`src/rtl/boot_lock_pkg.sv`:
```
package boot_lock_pkg;
  localparam int NUM_SECT  = 4;
  localparam int SECT_BOOT = 0;
  localparam int SECT_PA   = 1;
  localparam int SECT_PB   = 2;
  localparam int SECT_MAIN = 3;
  typedef logic [NUM_SECT-1:0] sect_mask_t;
endpackage

```
`src/rtl/boot_lock_sector_dec.sv`:
```
module boot_lock_sector_dec
  import boot_lock_pkg::*;
#(
  parameter int ADDR_W = 17,
  parameter logic [ADDR_W-1:0] BOOT_LAST = 17'h01FFF,
  parameter logic [ADDR_W-1:0] PA_LAST   = 17'h02FFF,
  parameter logic [ADDR_W-1:0] PB_LAST   = 17'h03FFF
) (
  input  logic [ADDR_W-1:0] addr_i,
  output sect_mask_t        hit_o
);
  localparam logic [NUM_SECT-1:0][ADDR_W-1:0] LO =
    {PB_LAST + 1'b1, PA_LAST + 1'b1, BOOT_LAST + 1'b1, {ADDR_W{1'b0}}};
  localparam logic [NUM_SECT-1:0][ADDR_W-1:0] HI =
    {{ADDR_W{1'b1}}, PB_LAST, PA_LAST, BOOT_LAST};

  for (genvar i = 0; i < NUM_SECT; i++) begin : g_sect
    assign hit_o[i] = (addr_i >= LO[i]) && (addr_i <= HI[i]);
  end

  always_comb begin
    a_r1_one_sector: assert ($onehot(hit_o));
  end
endmodule

```
`src/rtl/boot_lock_flag.sv`:
```
module boot_lock_flag (
  input  logic clk_i,
  input  logic por_ni,
  input  logic set_i,
  output logic lock_o
);
  always_ff @(posedge clk_i or negedge por_ni) begin
    if (!por_ni)    lock_o <= 1'b0;
    else if (set_i) lock_o <= 1'b1;
  end

  a_r9_lock_sticky: assert property (@(posedge clk_i) disable iff (!por_ni)
    lock_o |=> lock_o);
  a_r9_set_takes: assert property (@(posedge clk_i) disable iff (!por_ni)
    set_i |=> lock_o);
endmodule

```
`src/rtl/boot_lock_id_read.sv`:
```
module boot_lock_id_read #(
  parameter int ADDR_W = 17,
  parameter int DATA_W = 16,
  parameter logic [DATA_W-1:0] MFR_CODE = 16'h001F,
  parameter logic [DATA_W-1:0] DEV_CODE = 16'h0082,
  parameter logic [ADDR_W-1:0] LOCK_ADDR = 17'h00002
) (
  input  logic              id_mode_i,
  input  logic [ADDR_W-1:0] addr_i,
  input  logic              locked_i,
  output logic [DATA_W-1:0] data_o
);
  always_comb begin
    data_o = '0;
    if (id_mode_i) begin
      if (addr_i == '0)                       data_o = MFR_CODE;
      else if (addr_i == {{ADDR_W-1{1'b0}}, 1'b1}) data_o = DEV_CODE;
      else if (addr_i == LOCK_ADDR)           data_o = {{DATA_W-1{1'b0}}, locked_i};
    end
  end
endmodule

```
`src/rtl/boot_lock_ctrl.sv`:
```
module boot_lock_ctrl
  import boot_lock_pkg::*;
#(
  parameter int ADDR_W = 17,
  parameter int DATA_W = 16,
  parameter logic [ADDR_W-1:0] BOOT_LAST = 17'h01FFF,
  parameter logic [ADDR_W-1:0] PA_LAST   = 17'h02FFF,
  parameter logic [ADDR_W-1:0] PB_LAST   = 17'h03FFF
) (
  input  logic              clk_i,
  input  logic              rst_ni,
  input  logic              por_ni,
  input  logic              prog_req_i,
  input  logic              sect_erase_req_i,
  input  logic              chip_erase_req_i,
  input  logic              lock_set_i,
  input  logic              id_enter_i,
  input  logic              id_exit_i,
  input  logic [ADDR_W-1:0] addr_i,
  input  logic              hv_override_i,
  output logic              grant_o,
  output logic              denied_o,
  output logic [NUM_SECT-1:0] erase_mask_o,
  output logic              id_mode_o,
  output logic [DATA_W-1:0] id_data_o
);
  sect_mask_t hit;
  logic       lock_q;
  logic       guard, blocked, array_req;
  sect_mask_t chip_mask, mask_d;
  logic       rst_all_n;

  assign rst_all_n = rst_ni & por_ni;

  boot_lock_sector_dec #(
    .ADDR_W(ADDR_W), .BOOT_LAST(BOOT_LAST), .PA_LAST(PA_LAST), .PB_LAST(PB_LAST)
  ) u_dec (
    .addr_i (addr_i),
    .hit_o  (hit)
  );

  boot_lock_flag u_flag (
    .clk_i  (clk_i),
    .por_ni (por_ni),
    .set_i  (lock_set_i),
    .lock_o (lock_q)
  );

  boot_lock_id_read #(.ADDR_W(ADDR_W), .DATA_W(DATA_W)) u_id (
    .id_mode_i (id_mode_o),
    .addr_i    (addr_i),
    .locked_i  (lock_q),
    .data_o    (id_data_o)
  );

  // lock is honoured only without override
  assign guard     = lock_q & ~hv_override_i;
  assign blocked   = guard & hit[SECT_BOOT] & (prog_req_i | sect_erase_req_i);
  assign array_req = prog_req_i | sect_erase_req_i | chip_erase_req_i;

  for (genvar i = 0; i < NUM_SECT; i++) begin : g_chip
    if (i == SECT_BOOT) begin : g_boot
      assign chip_mask[i] = ~guard;
    end else begin : g_other
      assign chip_mask[i] = 1'b1;
    end
  end

  always_comb begin
    mask_d = '0;
    if (sect_erase_req_i && !blocked) mask_d = hit;
    else if (chip_erase_req_i)        mask_d = chip_mask;
  end

  always_ff @(posedge clk_i or negedge rst_all_n) begin
    if (!rst_all_n) begin
      grant_o      <= 1'b0;
      denied_o     <= 1'b0;
      erase_mask_o <= '0;
      id_mode_o    <= 1'b0;
    end else begin
      grant_o      <= array_req & ~blocked;
      denied_o     <= blocked;
      erase_mask_o <= mask_d;
      if (id_enter_i)     id_mode_o <= 1'b1;
      else if (id_exit_i) id_mode_o <= 1'b0;
    end
  end

  a_r11_one_strobe: assert property (@(posedge clk_i) disable iff (!rst_all_n)
    $onehot0({prog_req_i, sect_erase_req_i, chip_erase_req_i, lock_set_i, id_enter_i, id_exit_i}));
  a_r11_grant_deny_excl: assert property (@(posedge clk_i) disable iff (!rst_all_n)
    !(grant_o && denied_o));
  a_r3_deny_no_mask: assert property (@(posedge clk_i) disable iff (!rst_all_n)
    denied_o |-> (erase_mask_o == '0));
  a_r3_boot_refused: assert property (@(posedge clk_i) disable iff (!rst_all_n)
    (prog_req_i && lock_q && !hv_override_i && addr_i <= BOOT_LAST) |=> (denied_o && !grant_o));
  a_r5_chip_spares_boot: assert property (@(posedge clk_i) disable iff (!rst_all_n)
    (chip_erase_req_i && lock_q && !hv_override_i) |=> (grant_o && erase_mask_o == 4'b1110));
  a_r6_override_grants: assert property (@(posedge clk_i) disable iff (!rst_all_n)
    ((prog_req_i || sect_erase_req_i) && hv_override_i) |=> (grant_o && !denied_o));
  a_r2_prog_no_mask: assert property (@(posedge clk_i) disable iff (!rst_all_n)
    prog_req_i |=> (erase_mask_o == '0));
endmodule

```
`config.mk`:
```
export PLATFORM = sky130hd
export DESIGN_NAME = boot_lock_ctrl
export DESIGN_NICKNAME = d
export VERILOG_FILES = /design/src/rtl/boot_lock_pkg.sv /design/src/rtl/boot_lock_sector_dec.sv /design/src/rtl/boot_lock_flag.sv /design/src/rtl/boot_lock_id_read.sv /design/src/rtl/boot_lock_ctrl.sv
export SDC_FILE = /design/constraint.sdc
export NUM_CORES = 1
export LEC_CHECK = 0
export ABC_AREA = 1
export BUFFER_PORTS_ARGS = -buffer_cell sky130_fd_sc_hd__buf_2
export CAP_MARGIN = 20
export CORE_MARGIN = 5
export CORE_UTILIZATION = 38
export CTS_CLUSTER_SIZE = 12
export DETAILED_ROUTE_END_ITERATION = 6
export PLACE_DENSITY_LB_ADDON = 0.08
export SLEW_MARGIN = 20
export SYNTH_ARGS = -nofsm -noshare
export SYNTH_HDL_FRONTEND = slang
export SYNTH_SLANG_ARGS = --single-unit
```
`constraint.sdc`:
```
create_clock -name clk_i -period 2.7 [get_ports clk_i]
set_input_delay 0.54 -clock clk_i [delete_from_list [all_inputs] [get_ports clk_i]]
set_output_delay 0.54 -clock clk_i [all_outputs]
set_load 0.05 [all_outputs]
```
Yosys cells after proc, flatten, opt, wreduce, memory -nomap -nowiden
Cells that the tools add are included.
{"block": "word_totals", "wordCells": 41, "regBits": 8, "inputBits": 27}
{"block": "classes", "magnitude_cmp": 8, "bitwise_logic": 10, "n_eq_ne": 2, "mux": 8, "reduce_logical": 8}
{"operator": "2-to-1 mux 16 bit", "n": 3}
{"operator": "greater-or-equal comparator 17 x 14 -> 1 bit, second input constant", "n": 2}
{"operator": "<= comparator 17 x 14 -> 1 bit, second input constant", "n": 2}
{"operator": "equality test 17 x 1 -> 1 bit, second input constant", "n": 1}
{"operator": "equality test 17 x 2 -> 1 bit, second input constant", "n": 1}
{"operator": "greater-or-equal comparator 17 x 1 -> 1 bit, second input constant", "n": 1}
{"operator": "greater-or-equal comparator 17 x 15 -> 1 bit, second input constant", "n": 1}
{"operator": "<= comparator 17 x 13 -> 1 bit, second input constant", "n": 1}
{"operator": "<= comparator 17 bit, second input constant", "n": 1}
{"operator": "logical NOT 17 bit", "n": 1}
{"operator": "2-to-1 mux 4 bit", "n": 2}
{"operator": "bitwise AND 1 bit", "n": 5}
{"operator": "logical AND 1 bit", "n": 5}
{"operator": "2-to-1 mux 1 bit", "n": 3}
{"operator": "NOT 1 bit", "n": 3}
{"operator": "OR 1 bit", "n": 2}
{"operator": "nonzero test 2 bit", "n": 1}
{"operator": "logical NOT 1 bit", "n": 1}

Logic depth before layout (Yosys ltp)
{"block": "depth", "word_depth": 7, "ltp_mapped": 7, "ltp_nobuf": 7}

Cells and area by module
Synthesis repeated with hierarchy kept, for this count alone.
{"block": "unflattened", "cells_unflattened": 80, "hier_area_um2": 569.3}
{"mod": "boot_lock_ctrl", "n_inst": 1, "seq_area_each_um2": 175.2, "cells_each": 30, "area_per_inst_um2": 284.0}
{"mod": "boot_lock_id_read", "n_inst": 1, "seq_area_each_um2": 0.0, "cells_each": 37, "area_per_inst_um2": 196.4}
{"mod": "boot_lock_sector_dec", "n_inst": 1, "seq_area_each_um2": 0.0, "cells_each": 9, "area_per_inst_um2": 52.6}
{"mod": "boot_lock_flag", "n_inst": 1, "seq_area_each_um2": 25.0, "cells_each": 4, "area_per_inst_um2": 36.3}

Worst setup path after synthesis
No wires, ideal clock.
{"block": "synth_timing", "path_kind": "reg2out", "start": "reg id_mode_o", "end": "out id_data_o[3]", "arrival_time_ns": 1.654, "t_required_ns": 2.160, "stages_incl_launch_ff": 6, "n_path_buf": 1, "path_slack_ns": 0.506, "cell_sequence": "dfrtp_1 > inv_1 > nor3_1 > nand2_1 > inv_1 > buf_4"}
{"block": "synth_via", "elab_chain_cells": 1}
{"item": "from (decl)", "line_no": "boot_lock_ctrl.sv:24", "rtl": "output logic id_mode_o,"}
{"item": "from (signal assigned)", "line_no": "boot_lock_ctrl.sv:80", "rtl": "id_mode_o <= 1'b0;"}
{"item": "from (signal assigned)", "line_no": "boot_lock_ctrl.sv:85", "rtl": "if (id_enter_i) id_mode_o <= 1'b1;"}
{"item": "from (signal assigned)", "line_no": "boot_lock_ctrl.sv:86", "rtl": "else if (id_exit_i) id_mode_o <= 1'b0;"}
{"item": "2-to-1 mux 16 bit", "line_no": "boot_lock_id_read.sv:15", "rtl": "if (id_mode_i) begin"}
{"item": "to (decl)", "line_no": "boot_lock_ctrl.sv:25", "rtl": "output logic [DATA_W-1:0] id_data_o"}
Every way passes these cells.

Worst setup path in the final report
{"block": "layout_timing", "start": "in addr_i[10]", "end": "out id_data_o[4]"}
{"block": "layout_via", "elab_chain_cells": 3}
{"item": "from (decl)", "line_no": "boot_lock_ctrl.sv:19", "rtl": "input logic [ADDR_W-1:0] addr_i,"}
{"item": "logical NOT 17 bit", "line_no": "boot_lock_id_read.sv:16", "rtl": "if (addr_i == '0) data_o = MFR_CODE;"}
{"item": "2-to-1 mux 16 bit", "line_no": "boot_lock_id_read.sv:16"}
{"item": "2-to-1 mux 16 bit", "line_no": "boot_lock_id_read.sv:15"}
Every way passes these cells.

==> metrics.csv <==
metric;value;unit
worstSetupEndpointType;output pin;
clk_latency;250;ps
fillers;145;
regToRegStartpoint;u_flag.lock_o;
synthesis.area;557;um^2
slew_violations;0;
core;1350;um^2
die_x;48.3;um
timing.final.crit_share;0.738;
path_clk_slew;50;ps
critPathKind;in -> out;
yosysSeqAreaShare;0.360;
numPortBuffers;39;
antenna_cells;0;
rows;13;
postRouteAntennaNets;0;
grt_pass1_wl;1740;um
place_congestion;0.706;
yosys_warnings;0;
crit_arrival;1450;ps
status;completed;
dpl_cell_area;714;um^2
ys_types;14;
cts_htree_levels;1;
crit_fanout;3;
area_growth;32.4;%
syn_inst;82;
hp-class;in -> async;
via_per_inst;4.12;
min_period;1990;ps
io_pins;50;
cts_hold_buf;0;
rsz0062_at_grt;false;
fin_nets;150;
clock_skew;3.90;ps
power;0.315;mW
final.setup.tns;0;ps
dp_cells;133;
p_leak;0.513;nW
ff2ff_setup_slack;1730;ps
max_freq;0.502;GHz
numCtsBuffers;3;
dpl.hpwl;1160;um
required;2160;ps
die_h;48.3;um
antenna_found_initial;0;
whs;64.3;ps
routed_wl;1280;um
via_count;560;
postLayoutCellArea;737;um^2
wl_per_cell;9.44;um
setup_violations;0;
reg2reg_depth;6;
clock_sinks;8;
grt_use_total;0.107;
start_util;0.412;
die_area;2330;um^2
cts-root-to-sink-buffers;2;
syn_avg_cell_area;6.79;um^2
cts-root-buf;clkbuf_4;
drive_above_1_share;0.364;
instances_no_fill;136;
drt_pass1_iterations;2;
grt_max_degree;8;
cap_violations;0;
drtIter0Drc;2;
r2r-end;erase_mask_o[1];
drc;0;
hold_viol;0;
cp-start-kind;input port;
p_per_area;428;nW/um^2
postCtsSetupBuffers;0;
grt_pass1_vias;467;
ys_ff_latch;8;
grt_overflow;0;
cts_tree;built;
ir_drop;0.157;mV
cts_resized;0;
[state kept, by name, summed over array words and instances, names as in the netlist]
register,count
id_mode_o,1
erase_mask_o,4
denied_o,1
u_flag.lock_o,1
grant_o,1
[synth_stat cells (all sizes together)]
cell type  number  area (um^2)
or2             1         6.26
a21oi           1         5.00
inv            15         56.3
nor2           14         52.6
nor3            2         10.0
mux2i           1         10.0
nand3           6         30.0
nand2          17         66.3
buf            12         90.1
dfrtp           8          200
o21bai          1         7.51
nand4           3         18.8
conb            1         3.75
[where the power goes]
part / switching, mW / internal (mW) / total (mW)
registers: 0.00207 / 0.126 / 0.128
logic: 0.0754 / 0.0249 / 0.100
clock network: 0.0367 / 0.0506 / 0.0873
[per-stage QoR]
| stage | util | setup slack, ps |
|---|---|---|
| 3_3_place_gp | 0.529 | 709 |
| 2_1_floorplan | - | 506 |
| 6_report | 0.546 | 708 |
| 3_5_place_dp | 0.529 | 697 |
| 5_1_grt | 0.546 | 567 |
| 4_1_cts | 0.546 | 695 |
[worst max-delay path by stage]
| stage | startpoint | to | slack [ps] |
|---|---|---|---|
| 4_1_cts | addr_i[10] | id_data_o[4] | 700 |
| 2_1_floorplan | id_mode_o | id_data_o[3] | 510 |
| 5_1_grt | addr_i[3] | id_data_o[2] | 570 |
| 3_3_place_gp | addr_i[13] | id_data_o[3] | 710 |
| 3_5_place_dp | addr_i[10] | id_data_o[4] | 700 |
| 6_report | addr_i[10] | id_data_o[4] | 710 |
[area by class of cell]
type / instances / area [um^2] / area share
repair buffers: 39 / 195 / 0.265
flip-flops and latches: 8 / 200 / 0.272
well taps: 15 / 18.8 / 0.0255
clock buffers: 3 / 22.5 / 0.0306
multi-input cells: 56 / 244 / 0.331
inverters: 15 / 56.3 / 0.0764
[layout by cell type (no fill, tap or decap), drive strengths merged]
cell,count
buf,39
nand2,17
inv,15
nor2,14
conb,10
dfrtp,8
nand3,6
nand4,3
clkbuf,3
nor3,2
mux2i,1
a21oi,1
or2,1
o21bai,1
[layer usage]
layer / global-route usage / part of all wire / up-vias / wire length [um]
met3: 0.0185 / 0.15 / 2 / 198
met4: 0.0645 / 0.013 / 0 / 17
li1: - / - / 304 / -
met5: 0 / 0 / - / 0
met1: 0.126 / 0.37 / 221 / 472
met2: 0.180 / 0.46 / 33 / 596
[cell families after synthesis]
kind of cell / Yosys count / share of synthesized area
simple gates: 43 / 0.330
other cells: 1 / 0.00674
mux: 1 / 0.0180
buf+inv: 27 / 0.263
flops: 8 / 0.360
compound gates: 2 / 0.0225
[worst max-delay path, stage by stage]
cell     delay [ps]
buf_2           100
nor2_1           90
nand2_1          70
nor3_1          200
nand2_1         110
inv_1            90
buf_2           260
No activity file was read; power rests on OpenSTA's default activity.
